--- src/rtl/gs_seq_pkg.sv ---
package gs_seq_pkg;

  typedef enum logic [2:0] {
    XS_BOOT,
    XS_WAIT,
    XS_ARM,
    XS_DLY,
    XS_INT,
    XS_HOLD
  } expState_t;

  typedef enum logic [1:0] {
    RO_IDLE,
    RO_FOT,
    RO_ROT,
    RO_DATA
  } roState_t;

  // strobes from control to datapath
  typedef struct packed {
    logic expClr;
    logic phClr;
    logic rowClr;
    logic rowInc;
    logic linesLd;
  } seqStrobe_t;

  // status from datapath to control
  typedef struct packed {
    logic dlyDone;
    logic intDone;
    logic fotDone;
    logic rotDone;
    logic dataDone;
    logic lastRow;
  } seqFlags_t;

endpackage

--- src/rtl/gs_seq_dp.sv ---
module gs_seq_dp
  import gs_seq_pkg::*;
#(
  parameter int EXP_W    = 16,
  parameter int LINE_W   = 8,
  parameter int FOT_CYC  = 4,
  parameter int ROT_CYC  = 2,
  parameter int LINE_CYC = 8
) (
  input  logic              clk,
  input  logic              rst_n,
  input  seqStrobe_t        stb,
  input  logic [EXP_W-1:0]  expDelay,
  input  logic [EXP_W-1:0]  expLen,
  input  logic [LINE_W-1:0] numLines,
  output seqFlags_t         flg,
  output logic [LINE_W-1:0] rowAddr
);

  localparam int PH_MAX = (FOT_CYC > ROT_CYC) ?
                          ((FOT_CYC > LINE_CYC) ? FOT_CYC : LINE_CYC) :
                          ((ROT_CYC > LINE_CYC) ? ROT_CYC : LINE_CYC);
  localparam int PH_W = $clog2(PH_MAX + 1);

  logic [EXP_W-1:0]  expCnt;
  logic [EXP_W-1:0]  expLenEff;
  logic [PH_W-1:0]   phCnt;
  logic [LINE_W-1:0] rowCnt;
  logic [LINE_W-1:0] linesLat;
  logic [LINE_W-1:0] lastIdx;

  always_ff @(posedge clk) begin
    if (!rst_n) begin
      expCnt   <= '0;
      phCnt    <= '0;
      rowCnt   <= '0;
      linesLat <= '0;
    end else begin
      expCnt <= stb.expClr ? '0 : expCnt + EXP_W'(1);
      phCnt  <= stb.phClr  ? '0 : phCnt + PH_W'(1);
      if (stb.rowClr)      rowCnt <= '0;
      else if (stb.rowInc) rowCnt <= rowCnt + LINE_W'(1);
      if (stb.linesLd)     linesLat <= numLines;
    end
  end

  always_comb begin
    expLenEff    = (expLen == '0) ? EXP_W'(1) : expLen;
    lastIdx      = (linesLat == '0) ? '0 : linesLat - LINE_W'(1);
    flg.dlyDone  = (expCnt == expDelay);
    flg.intDone  = (expCnt == expLenEff - EXP_W'(1));
    flg.fotDone  = (phCnt == PH_W'(FOT_CYC - 1));
    flg.rotDone  = (phCnt == PH_W'(ROT_CYC - 1));
    flg.dataDone = (phCnt == PH_W'(LINE_CYC - 1));
    flg.lastRow  = (rowCnt == lastIdx);
  end

  assign rowAddr = rowCnt;


  row_bound_chk: assert property (@(posedge clk) disable iff (!rst_n)
    stb.rowInc |-> !flg.lastRow);

endmodule

--- src/rtl/gs_seq_ctrl.sv ---
module gs_seq_ctrl
  import gs_seq_pkg::*;
(
  input  logic       clk,
  input  logic       rst_n,
  input  logic       slaveMode,
  input  logic       pipeMode,
  input  logic       trig,
  input  seqFlags_t  flg,
  output seqStrobe_t stb,
  output logic       pixRst,
  output logic       sampleStb,
  output logic       lateTrig,
  output logic       lineValid,
  output logic       frameValid
);

  expState_t xState, xNext, afterSample, startState;
  roState_t  roState, roNext;
  logic      slaveLat;
  logic      roIdle, endReq, sampleEvt, lateEvt;

  always_comb begin
    roIdle      = (roState == RO_IDLE);
    endReq      = (xState == XS_INT) && (slaveLat ? !trig : flg.intDone);
    sampleEvt   = (endReq || (xState == XS_HOLD)) && roIdle;
    lateEvt     = endReq && !roIdle;
    afterSample = !pipeMode ? XS_WAIT : (slaveMode ? XS_ARM : XS_DLY);
    startState  = slaveLat ? XS_ARM : XS_DLY;

    xNext = xState;
    case (xState)
      XS_BOOT: xNext = XS_WAIT;
      XS_WAIT: if (roIdle) xNext = startState;
      XS_ARM:  if (trig) xNext = XS_INT;
      XS_DLY:  if (flg.dlyDone) xNext = XS_INT;
      XS_INT:  if (sampleEvt) xNext = afterSample;
               else if (lateEvt) xNext = XS_HOLD;
      XS_HOLD: if (sampleEvt) xNext = afterSample;
      default: xNext = XS_BOOT;
    endcase

    roNext = roState;
    case (roState)
      RO_IDLE: if (sampleEvt) roNext = RO_FOT;
      RO_FOT:  if (flg.fotDone) roNext = RO_ROT;
      RO_ROT:  if (flg.rotDone) roNext = RO_DATA;
      RO_DATA: if (flg.dataDone) roNext = flg.lastRow ? RO_IDLE : RO_ROT;
      default: roNext = RO_IDLE;
    endcase

    stb.expClr  = (xNext != xState) || sampleEvt;
    stb.phClr   = (roNext != roState) || sampleEvt;
    stb.rowClr  = sampleEvt;
    stb.rowInc  = (roState == RO_DATA) && flg.dataDone && !flg.lastRow;
    stb.linesLd = sampleEvt;
  end

  always_ff @(posedge clk) begin
    if (!rst_n) begin
      xState    <= XS_BOOT;
      roState   <= RO_IDLE;
      slaveLat  <= 1'b0;
      sampleStb <= 1'b0;
      lateTrig  <= 1'b0;
    end else begin
      xState    <= xNext;
      roState   <= roNext;
      sampleStb <= sampleEvt;
      lateTrig  <= lateEvt;
      if ((xState == XS_BOOT) || sampleEvt) slaveLat <= slaveMode;
    end
  end

  assign pixRst     = (xState inside {XS_BOOT, XS_WAIT, XS_ARM, XS_DLY});
  assign frameValid = (roState == RO_ROT) || (roState == RO_DATA);
  assign lineValid  = (roState == RO_DATA);


  sample_rst_chk: assert property (@(posedge clk) disable iff (!rst_n)
    sampleStb |-> pixRst);


  sample_idle_chk: assert property (@(posedge clk) disable iff (!rst_n)
    sampleStb |-> $past(roState) == RO_IDLE);


  late_busy_chk: assert property (@(posedge clk) disable iff (!rst_n)
    lateTrig |-> $past(roState) != RO_IDLE);


  fot_quiet_chk: assert property (@(posedge clk) disable iff (!rst_n)
    sampleStb |=> !frameValid);


  strobe_once_chk: assert property (@(posedge clk) disable iff (!rst_n)
    sampleStb |=> !sampleStb);

endmodule

--- src/rtl/gs_readout_seq.sv ---
module gs_readout_seq
  import gs_seq_pkg::*;
#(
  parameter int EXP_W    = 16,
  parameter int LINE_W   = 8,
  parameter int FOT_CYC  = 4,
  parameter int ROT_CYC  = 2,
  parameter int LINE_CYC = 8
) (
  input  logic              clk,
  input  logic              rst_n,
  input  logic              slaveMode,
  input  logic              pipeMode,
  input  logic [EXP_W-1:0]  expDelay,
  input  logic [EXP_W-1:0]  expLen,
  input  logic [LINE_W-1:0] numLines,
  input  logic              trig,
  output logic              pixRst,
  output logic              sampleStb,
  output logic [LINE_W-1:0] rowAddr,
  output logic              lineValid,
  output logic              frameValid,
  output logic              lateTrig
);

  seqStrobe_t stb;
  seqFlags_t  flg;

  gs_seq_ctrl u_ctrl (
    .clk        (clk),
    .rst_n      (rst_n),
    .slaveMode  (slaveMode),
    .pipeMode   (pipeMode),
    .trig       (trig),
    .flg        (flg),
    .stb        (stb),
    .pixRst     (pixRst),
    .sampleStb  (sampleStb),
    .lateTrig   (lateTrig),
    .lineValid  (lineValid),
    .frameValid (frameValid)
  );

  gs_seq_dp #(
    .EXP_W    (EXP_W),
    .LINE_W   (LINE_W),
    .FOT_CYC  (FOT_CYC),
    .ROT_CYC  (ROT_CYC),
    .LINE_CYC (LINE_CYC)
  ) u_dp (
    .clk      (clk),
    .rst_n    (rst_n),
    .stb      (stb),
    .expDelay (expDelay),
    .expLen   (expLen),
    .numLines (numLines),
    .flg      (flg),
    .rowAddr  (rowAddr)
  );

endmodule

--- config.mk ---
export PLATFORM = sky130hd
export DESIGN_NAME = gs_readout_seq
export DESIGN_NICKNAME = d
export VERILOG_FILES = /design/src/rtl/gs_seq_pkg.sv /design/src/rtl/gs_seq_dp.sv /design/src/rtl/gs_seq_ctrl.sv /design/src/rtl/gs_readout_seq.sv
export SDC_FILE = /design/constraint.sdc
export NUM_CORES = 1
export LEC_CHECK = 0
export BUFFER_PORTS_ARGS = -buffer_cell sky130_fd_sc_hd__buf_2
export CAP_MARGIN = 40
export CORE_MARGIN = 1
export CORE_UTILIZATION = 56
export DETAILED_ROUTE_END_ITERATION = 12
export GPL_TIMING_DRIVEN = 0
export PLACE_DENSITY = 0.82
export SYNTH_ARGS = -nofsm -noshare
export SYNTH_HDL_FRONTEND = slang
export SYNTH_HIERARCHICAL = 1
export SYNTH_SLANG_ARGS = --single-unit
--- constraint.sdc ---
create_clock -name clk -period 6.8 [get_ports clk]
set_clock_uncertainty 0.2 [all_clocks]
set_input_delay 1.36 -clock clk [delete_from_list [all_inputs] [get_ports clk]]
set_output_delay 1.36 -clock clk [all_outputs]
set_load 0.1 [all_outputs]
==> results.py, run 1 <==
metrics = {
    "timing": {
        "slew_headroom": 0.4451,
        "tightest_slew_ns": 0.8113,
        "hold_violations": 0,
        "fin_crit_sh": 0.8714,
        "min_period_ns": 5.926,
        "max_freq_ghz": 0.1688,
        "final.setup.tns_ns": 0,
        "report.final.slew_viol_count": 0,
        "rsz0062_at_grt": "false",
        "setup_viol": 0,
    },
    "final_layout": {
        "fin_util": 0.6690,
        "antenna_cells": 0,
        "fin_nets": 507,
        "syn_to_final_growth_pct": 15.47,
        "drive_above_1_share": 0.2013,
    },
    "synthesis": {
        "yosysTopAreaCellShare": 0.2778,
        "yosysWarnings": 6,
        "synth.area.top_cells": "dfxtp_1, xnor2_1, xor2_1, nor2_1, mux2i_1",
        "syn-cell-area_mm2": 0.003171,
        "synth_edf_count": 0,
        "synth_seq_cells": 44,
        "synth_common_cells": "dfxtp_1, nor2_1, xnor2_1",
        "syn_nets": 443,
        "async_flop_share": 0,
        "synth.distinct_cells": 67,
        "netlist_instances": 392,
        "yosysTopAreaCell": "dfxtp_1",
        "ys_seq_area_frac": 0.2778,
        "ys.flop_type": "dfxtp_1",
        "syn_avg_cell_area_um2": 8.088,
    },
    "critical_path": {
        "critPathCaptureType": "flip-flop",
        "timing.rr.end": "u_dp/expCnt[8]",
        "ff2ff_path_depth": 15,
        "required_ns": 6.78,
        "r2r_slack_ns": 2.96,
        "r2r_start": "u_dp/expCnt[2]",
        "arrival_ns": 5.91,
        "critPathKind": "primary input to flip-flop",
        "crit_fanout": 10,
        "start_kind": "primary input",
    },
    "detailed_routing": {
        "wl_mm": 7.591,
        "drc": 0,
        "dr.pass1.iters": 5,
        "vias_per_cell": 5.728,
        "route.antenna.remaining_nets": 0,
        "wl_per_cell_um": 14.35,
        "drt_iter0_markers": 260,
        "vias": 3030,
    },
    "floorplan": {
        "ios": 58,
        "start_util": 0.5793,
        "core_area_mm2": 0.005473,
        "die_y_um": 77.25,
        "num_rows": 27,
        "die_area_mm2": 0.005967,
        "die_w_um": 77.25,
    },
    "global_routing": {
        "antenna_found_initial": 0,
        "grt_usage": 0.2640,
        "grt_pass1_wl_mm": 12.67,
        "grt_pass1_vias": 2848,
        "gr-total-overflow": 0,
        "grt_max_degree": 16,
    },
    "place": {
        "io_buffers": 57,
        "dp_hpwl_mm": 5.848,
        "place_congestion": 0.8996,
    },
    "clocking": {
        "post_cts_buffers": 0,
        "cts.reportedPaths.clkPinSlew_ns": 0.09,
        "cts_made_buffers": 5,
        "cts_resized": 0,
        "cts-root-buf": "clkbuf_8",
        "cts_tree": "yes",
        "htree_levels": 2,
        "postCtsHoldBufs": 0,
        "clk_path_buf_depth": 2,
        "clock_sinks": 44,
        "clk_latency_ns": 0.31,
    },
    "min_path": {
        "hold_path_depth": 1,
        "worstHoldStart": "u_dp/phCnt[0]",
        "hold_class": "flip-flop to flip-flop",
        "min_to": "u_dp/phCnt[0]",
    },
    "outcome": {
        "outcome": "finished clean",
    },
    "pwr": {
        "power_density_mw_per_mm2": 166.9,
        "leakage_nw": 1.396,
        "vdd_drop_max_mv": 0.1043,
    },
    "job": {
        "drv_cap": 0,
    },
}
worst max-delay path: stages:
cell	delay (ns)
buf_2	0.13
or4_4	0.55
or3_1	0.33
clkbuf_2	0.17
nor3_1	0.20
nor2_1	0.08
ha_1	0.30
xnor2_1	0.13
a221o_1	0.29
nor3_2	0.11
nand3_1	0.11
nor4_2	0.33
nor2b_2	0.37
o31ai_1	0.14
o221a_1	0.30
a21oi_1	0.12
nand2b_1	0.11
clkbuf_1	0.28
clkbuf_1	0.39
nor2_1	0.10
report_power, final:
part | internal (mW) | switching (mW) | leakage (nW)
registers | 0.265 | 0.00861 | 0.356
logic | 0.0582 | 0.0699 | 0.985
clock network | 0.111 | 0.0982 | 0.0548
total | 0.434 | 0.177 | 1.40
worst max path at each step:
stage	slack, ns	start	to
after CTS	0.94	expLen[0]	u_dp/expCnt[7]
final	0.87	expLen[0]	u_dp/expCnt[8]
after floorplan	1.43	expLen[0]	u_dp/expCnt[10]
after detailed placement	0.62	expLen[0]	u_dp/expCnt[7]
after global placement	0.72	expLen[0]	u_dp/expCnt[11]
after global routing	0.57	expLen[0]	u_dp/expCnt[11]
per-stage QoR:
stage          power [mW]  worst slack [ns]  std cells  area [um2]  hold WS (ns)
6_report           0.6108            0.8741        529        3661        0.2774
3_3_place_gp       0.4007            0.7243        521        3546        0.2524
3_5_place_dp       0.4058            0.6154        521        3546        0.2637
2_1_floorplan      0.3671             1.432        392        3171        0.2337
5_1_grt            0.6404            0.5707        529        3661        0.3080
4_1_cts            0.6149            0.9357        529        3661        0.2846
cell type report:
class / instances / area [um2]
fillers: 470 / 1812
inverters: 15 / 56.30
flip-flops and latches: 44 / 880.8
clock buffers: 5 / 68.82
plain buffers: 23 / 106.4
well taps: 72 / 90.09
repair buffers: 57 / 285.3
clock inverters: 3 / 46.29
multi-input cells: 310 / 2127
state kept, by name, indices dropped and copies added (netlist names):
register,count
u_ctrl/sampleStb,1
u_ctrl/xState,3
u_ctrl/lateTrig,1
u_ctrl/slaveLat,1
u_dp/linesLat,8
u_dp/expCnt,16
u_ctrl/roState,2
u_dp/rowAddr,8
u_dp/phCnt,4
layout by cell type, fill, tap and decap left out, drive strengths merged, types with 10 or more instances in the layout:
cell / netlist / layout
nor3: 17 / 17
o21ai: 16 / 16
mux2i: 13 / 13
dfxtp: 44 / 44
xor2: 25 / 25
buf: 7 / 64
nand4: 12 / 12
a21oi: 15 / 15
nand2: 14 / 14
nor2: 44 / 44
nor2b: 13 / 13
xnor2: 36 / 36
or3: 10 / 10
nand3: 16 / 16
inv: 15 / 16
clkbuf: 16 / 21
cells by family (layout without fill, tap and decap cells):
group,count (synthesis),in the layout,synth area share
adders and majority gates,6,6,0.02368
buffers and inverters,38,103,0.05129
muxes,14,14,0.04814
AOI/OAI and AO/OA,63,63,0.1358
and+or+nand+nor,166,166,0.2948
xor gates and xnor gates,61,61,0.1685
DFF,44,44,0.2778
layer usage:
| metal | global-route usage | routed length [um] | up-vias |
|---|---|---|---|
| li1 | - | - | 1508 |
| met4 | 0.1038 | 141 | 0 |
| met2 | 0.4469 | 3663 | 109 |
| met1 | 0.3365 | 3374 | 1402 |
| met3 | 0.03571 | 411 | 11 |
| met5 | 0 | 0 | - |
Note: power is estimated with default switching activity, not from simulation.
==> inputs of run 2 (changes only) <==
--- a/config.mk
+++ b/config.mk
@@ -5,13 +5,14 @@
 export SDC_FILE = /design/constraint.sdc
 export NUM_CORES = 1
 export LEC_CHECK = 0
-export BUFFER_PORTS_ARGS = -buffer_cell sky130_fd_sc_hd__buf_2
 export CAP_MARGIN = 40
 export CORE_MARGIN = 1
-export CORE_UTILIZATION = 56
+export CORE_UTILIZATION = 64
 export DETAILED_ROUTE_END_ITERATION = 12
+export DONT_BUFFER_PORTS = 1
 export GPL_TIMING_DRIVEN = 0
 export PLACE_DENSITY = 0.82
+export SKIP_CTS_REPAIR_TIMING = 1
 export SYNTH_ARGS = -nofsm -noshare
 export SYNTH_HDL_FRONTEND = slang
 export SYNTH_HIERARCHICAL = 1
==> run 2 against run 1 <==
Effect of this change:
- combinational power is 12% lower
- count of clock-buffer cells in the layout is the same
- final cell count is 9.3% lower
- critical endpoint is now u_dp/expCnt[13]
==> results.py, run 2 (synthesized netlist as in run 1, its figures left out) <==
metrics = {
    "outcome": {
        "outcome": "finished clean",
    },
    "floorplan": {
        "ios": 58,
        "start_util": 0.6668,
        "core_area_mm2": 0.004755,
        "die_area_mm2": 0.005240,
        "num_rows": 25,
        "die_y_um": 72.39,
        "die_w_um": 72.39,
    },
    "timing": {
        "slew_headroom": 0.4623,
        "min_period_ns": 5.756,
        "final.setup.tns_ns": 0,
        "setup_viol": 0,
        "hold_violations": 0,
        "rsz0062_at_grt": "false",
        "report.final.slew_viol_count": 0,
        "fin_crit_sh": 0.8464,
        "tightest_slew_ns": 0.7862,
        "max_freq_ghz": 0.1737,
    },
    "pwr": {
        "leakage_nw": 1.253,
        "p_sw_mw": 0.1662,
        "vdd_drop_max_mv": 0.1151,
        "power.internal_mw": 0.4277,
        "power_density_mw_per_mm2": 166.0,
        "total_power_mw": 0.5939,
        "p_sw_frac": 0.2799,
        "sequentialPowerShare": 0.462,
        "p_clk_frac": 0.350,
        "power_frac_comb": 0.189,
    },
    "final_layout": {
        "fin_nets": 463,
        "fill_cells": 377,
        "layout.area.seq_um2": 880.8,
        "drive_above_1_share": 0.1162,
        "mostFrequentLayoutCells": "nor2_1, dfxtp_1, xnor2_1",
        "largest_reg_flops": 16,
        "regMostFlops": "u_dp/expCnt",
        "syn_to_final_growth_pct": 12.83,
        "multi_input_area_mm2": 0.002127,
        "antenna_cells": 0,
    },
    "critical_path": {
        "required_ns": 6.79,
        "start_kind": "primary input",
        "critPathKind": "primary input to flip-flop",
        "critPathCaptureType": "flip-flop",
        "crit_fanout": 10,
        "arrival_ns": 5.75,
    },
    "clocking": {
        "htree_levels": 2,
        "cts_made_buffers": 5,
        "clk_path_buf_depth": 2,
        "clk_latency_ns": 0.31,
        "cts-root-buf": "clkbuf_8",
        "clock_sinks": 44,
        "cts_tree": "yes",
        "cts.reportedPaths.clkPinSlew_ns": 0.09,
    },
    "detailed_routing": {
        "wl_per_cell_um": 15.45,
        "dr.pass1.iters": 6,
        "drc": 0,
        "vias_per_cell": 5.979,
        "drt_iter0_markers": 228,
        "vias": 2870,
        "wl_mm": 7.418,
        "route.antenna.remaining_nets": 0,
    },
    "global_routing": {
        "antenna_found_initial": 0,
        "gr-total-overflow": 0,
        "grt_pass1_vias": 2619,
        "grt_pass1_wl_mm": 11.85,
        "grt_usage": 0.2876,
        "grt_max_degree": 16,
    },
    "place": {
        "dp_hpwl_mm": 5.553,
        "io_buffers": 0,
        "place_congestion": 0.8968,
    },
    "min_path": {
        "hold_class": "flip-flop to flip-flop",
    },
    "job": {
        "drv_cap": 0,
    },
}
## run 2: layout make-up
type / count / area share
Multi-Input combinational cell: 310 / 0.5946
Sequential cell: 44 / 0.2462
Timing Repair Buffer: 13 / 0.05806
Buffer: 23 / 0.02973
Tap cell: 67 / 0.02343
Clock buffer: 5 / 0.01924
Inverter: 15 / 0.01574
Clock inverter: 3 / 0.01294
## run 2: final timing paths
kind,start,endpoint,slack (ns),cells past startpoint
worst max-delay path,expLen[0],u_dp/expCnt[13],1.04,19
worst max register to register,u_dp/expCnt[2],u_dp/expCnt[13],2.87,15
worst min-delay path,u_dp/phCnt[0],u_dp/phCnt[0],0.29,1
worst min register to register,u_dp/phCnt[0],u_dp/phCnt[0],0.29,1
## run 2: per-stage QoR
stage                     instance area, um2  setup WS (ns)  instances    util  hold WS, ns
after floorplan                         3171          1.432        392       -       0.2337
after global placement                  3254         0.8253        459  0.6845       0.2483
after detailed placement                3462         0.7208        472  0.7282       0.2557
after CTS                               3577          1.038        480  0.7524       0.2888
after global routing                    3577         0.6510        480  0.7524       0.3209
final                                   3577          1.044        480  0.7524       0.2852
## run 2: layer usage
layer / GRT usage / wire [um] / up-vias
met5: 0 / 0 / -
met2: 0.4849 / 3538 / 106
met4: 0.08497 / 118 / 0
met1: 0.3672 / 3292 / 1323
met3: 0.06389 / 469 / 15
li1: - / - / 1426
## run 2: worst max-delay path, cell delays in order
cell      delay, ns
or4_4          0.53
or3_1          0.31
clkbuf_2       0.16
nor3_1         0.19
nor2_1         0.07
ha_1           0.30
xnor2_1        0.12
a221o_1        0.28
nor3_2         0.10
nand3_1        0.10
nor4_2         0.37
nor2b_2        0.38
o31ai_1        0.15
o221a_1        0.29
a21oi_1        0.12
nand2b_1       0.11
clkbuf_1       0.27
clkbuf_1       0.42
nor2_1         0.11
## run 2: power groups by stage
| stage | combinational (mW) | clock [mW] | sequential (mW) |
|---|---|---|---|
| finish | 0.112 | 0.208 | 0.274 |
| floorplan | 0.0890 | 0 | 0.278 |
| detailed placement | 0.110 | 0 | 0.280 |
| global placement | 0.102 | 0 | 0.280 |
| global route | 0.123 | 0.220 | 0.275 |
| CTS | 0.111 | 0.208 | 0.274 |
==> inputs of run 3 (changes only) <==
--- a/config.mk
+++ b/config.mk
@@ -7,11 +7,11 @@
 export LEC_CHECK = 0
 export CAP_MARGIN = 40
 export CORE_MARGIN = 1
-export CORE_UTILIZATION = 64
+export CORE_UTILIZATION = 58
 export DETAILED_ROUTE_END_ITERATION = 12
 export DONT_BUFFER_PORTS = 1
 export GPL_TIMING_DRIVEN = 0
-export PLACE_DENSITY = 0.82
+export PLACE_DENSITY = 0.78
 export SKIP_CTS_REPAIR_TIMING = 1
 export SYNTH_ARGS = -nofsm -noshare
 export SYNTH_HDL_FRONTEND = slang
==> constraint.sdc (replaced) <==
create_clock -name clk -period 5.2 [get_ports clk]
set_clock_uncertainty 0.2 [all_clocks]
set_input_delay 1.04 -clock clk [delete_from_list [all_inputs] [get_ports clk]]
set_output_delay 1.04 -clock clk [all_outputs]
set_load 0.1 [all_outputs]
==> run 3 against run 2 <==
Effect of this change:
- critical path depth is the same
- sequential power grew 31%
- first-iteration DRC count shrank 16%
- worst hold slack lost 0.0075 ns
- die area grew 10%
- via count grew 2.8%
- final cell count grew 0.42%
- cell area shrank 0.38%
- total power grew 19%
- combinational power grew 29%
- largest power group unchanged
==> results.py, run 3 (synthesized netlist as in run 1, its figures left out) <==
metrics = {
    "place": {
        "dp_hpwl_mm": 5.676,
        "place_congestion": 0.8896,
        "place_ws_ns": -0.4787,
        "io_buffers": 0,
        "post-place-cells": 475,
        "postPlaceCellArea_mm2": 0.003466,
    },
    "pwr": {
        "p_sw_frac": 0.2829,
        "power.internal_mw": 0.5055,
        "vdd_drop_max_mv": 0.1455,
        "leakage_nw": 1.249,
        "power_density_mw_per_mm2": 197.8,
        "power_frac_comb": 0.204,
        "p_sw_mw": 0.1995,
        "p_clk_frac": 0.287,
        "sequentialPowerShare": 0.509,
    },
    "floorplan": {
        "die_w_um": 75.94,
        "die_y_um": 75.94,
        "num_rows": 26,
        "ios": 58,
        "core_area_mm2": 0.005172,
        "die_area_mm2": 0.005766,
        "start_util": 0.6130,
    },
    "job": {
        "drv_cap": 0,
    },
    "final_layout": {
        "largest_reg_flops": 16,
        "fin_nets": 463,
        "drive_above_1_share": 0.1238,
        "antenna_cells": 0,
        "mostFrequentLayoutCells": "nor2_1, dfxtp_1, xnor2_1",
        "final_cell_area_mm2": 0.003563,
        "regMostFlops": "u_dp/expCnt",
        "finalNonFillerCells": 482,
        "syn_to_final_growth_pct": 12.39,
    },
    "min_path": {
        "hold_class": "flip-flop to flip-flop",
    },
    "clocking": {
        "cts_tree": "yes",
        "clk_latency_ns": 0.29,
        "cts.reportedPaths.clkPinSlew_ns": 0.09,
        "clock_sinks": 44,
        "cts-root-buf": "clkbuf_8",
        "cts_made_buffers": 5,
        "htree_levels": 2,
        "clk_path_buf_depth": 2,
    },
    "critical_path": {
        "start_kind": "primary input",
        "slowest_stage": "or4_4",
        "cp_num_buf_inv": 5,
        "required_ns": 5.17,
        "crit_chain": "or4_4 > or3_1 > clkbuf_2 > nor3_1 > nor2_1 > ha_1 > xnor2_1 > a221o_1 > nor3_2 > nand3_1 > nor4_2 > nor2b_4 > buf_4 > o311ai_2 > inv_1 > buf_4 > nand2b_1 > clkbuf_1 > nor2_1",
        "crit_family": "simple AND/OR/NAND/NOR gates",
        "crit_fanout": 8,
        "critPathCaptureType": "flip-flop",
        "arrival_ns": 4.90,
        "critPathKind": "primary input to flip-flop",
        "max_stage_delay_ns": 0.52,
    },
    "global_routing": {
        "antenna_found_initial": 0,
        "grt_pass1_vias": 2736,
        "gr-total-overflow": 0,
        "grt_max_degree": 14,
        "grt_usage": 0.2587,
        "grt_pass1_wl_mm": 12.34,
    },
    "detailed_routing": {
        "route.antenna.remaining_nets": 0,
        "dr.pass1.iters": 5,
        "vias_per_cell": 6.118,
        "drc": 0,
        "wl_mm": 7.444,
        "wl_per_cell_um": 15.44,
        "drt_iter0_markers": 192,
        "vias": 2949,
    },
    "timing": {
        "setup_viol": 0,
        "tightest_slew_ns": 0.8765,
        "report.final.slew_viol_count": 0,
        "min_period_ns": 4.924,
        "max_freq_ghz": 0.2031,
        "hold_violations": 0,
        "worst_slack_ns": 0.2760,
        "hold_ws_ns": 0.2777,
        "fin_crit_sh": 0.9469,
        "slew_headroom": 0.4103,
    },
    "outcome": {
        "outcome": "finished clean",
    },
}
run 3: layout make-up:
type	instances	area (um2)
fillers	427	1609
plain buffers	21	100.1
inverters	15	56.30
clock buffers	5	68.82
repair buffers	15	222.7
well taps	70	87.58
clock inverters	2	12.51
flip-flops and latches	44	880.8
multi-input cells	310	2135
run 3: power groups by stage:
stage,clock (mW),combinational (mW),sequential (mW)
after floorplan,0,0.116,0.364
after global placement,0,0.134,0.366
after detailed placement,0,0.141,0.366
after CTS,0.214,0.142,0.358
after global routing,0.226,0.158,0.360
final,0.203,0.144,0.359
run 3: path summary, 6_finish.rpt:
| kind | from | end | slack, ns | cells past startpoint |
|---|---|---|---|---|
| setup / recovery | expLen[0] | u_dp/rowAddr[2] | 0.28 | 19 |
| hold / removal | u_dp/phCnt[0] | u_dp/phCnt[0] | 0.28 | 1 |
| setup reg to reg | u_dp/linesLat[0] | u_dp/rowAddr[5] | 1.63 | 13 |
| hold reg to reg | u_dp/phCnt[0] | u_dp/phCnt[0] | 0.28 | 1 |
run 3: per-layer routing:
metal,up-vias,global-route usage,wire length (um)
met2,96,0.4155,3547
met5,-,0,0
met4,0,0.07692,87
met1,1423,0.3430,3387
met3,8,0.06265,422
li1,1422,-,-
run 3: through the flow:
step | power [mW] | util | TNS (ns)
floorplan | 0.4801 | - | 0
global placement | 0.5000 | 0.6299 | -5.179
detailed placement | 0.5071 | 0.6701 | -6.639
CTS | 0.7137 | 0.6858 | -1.564
global route | 0.7434 | 0.6889 | -0.005055
finish | 0.7050 | 0.6889 | 0
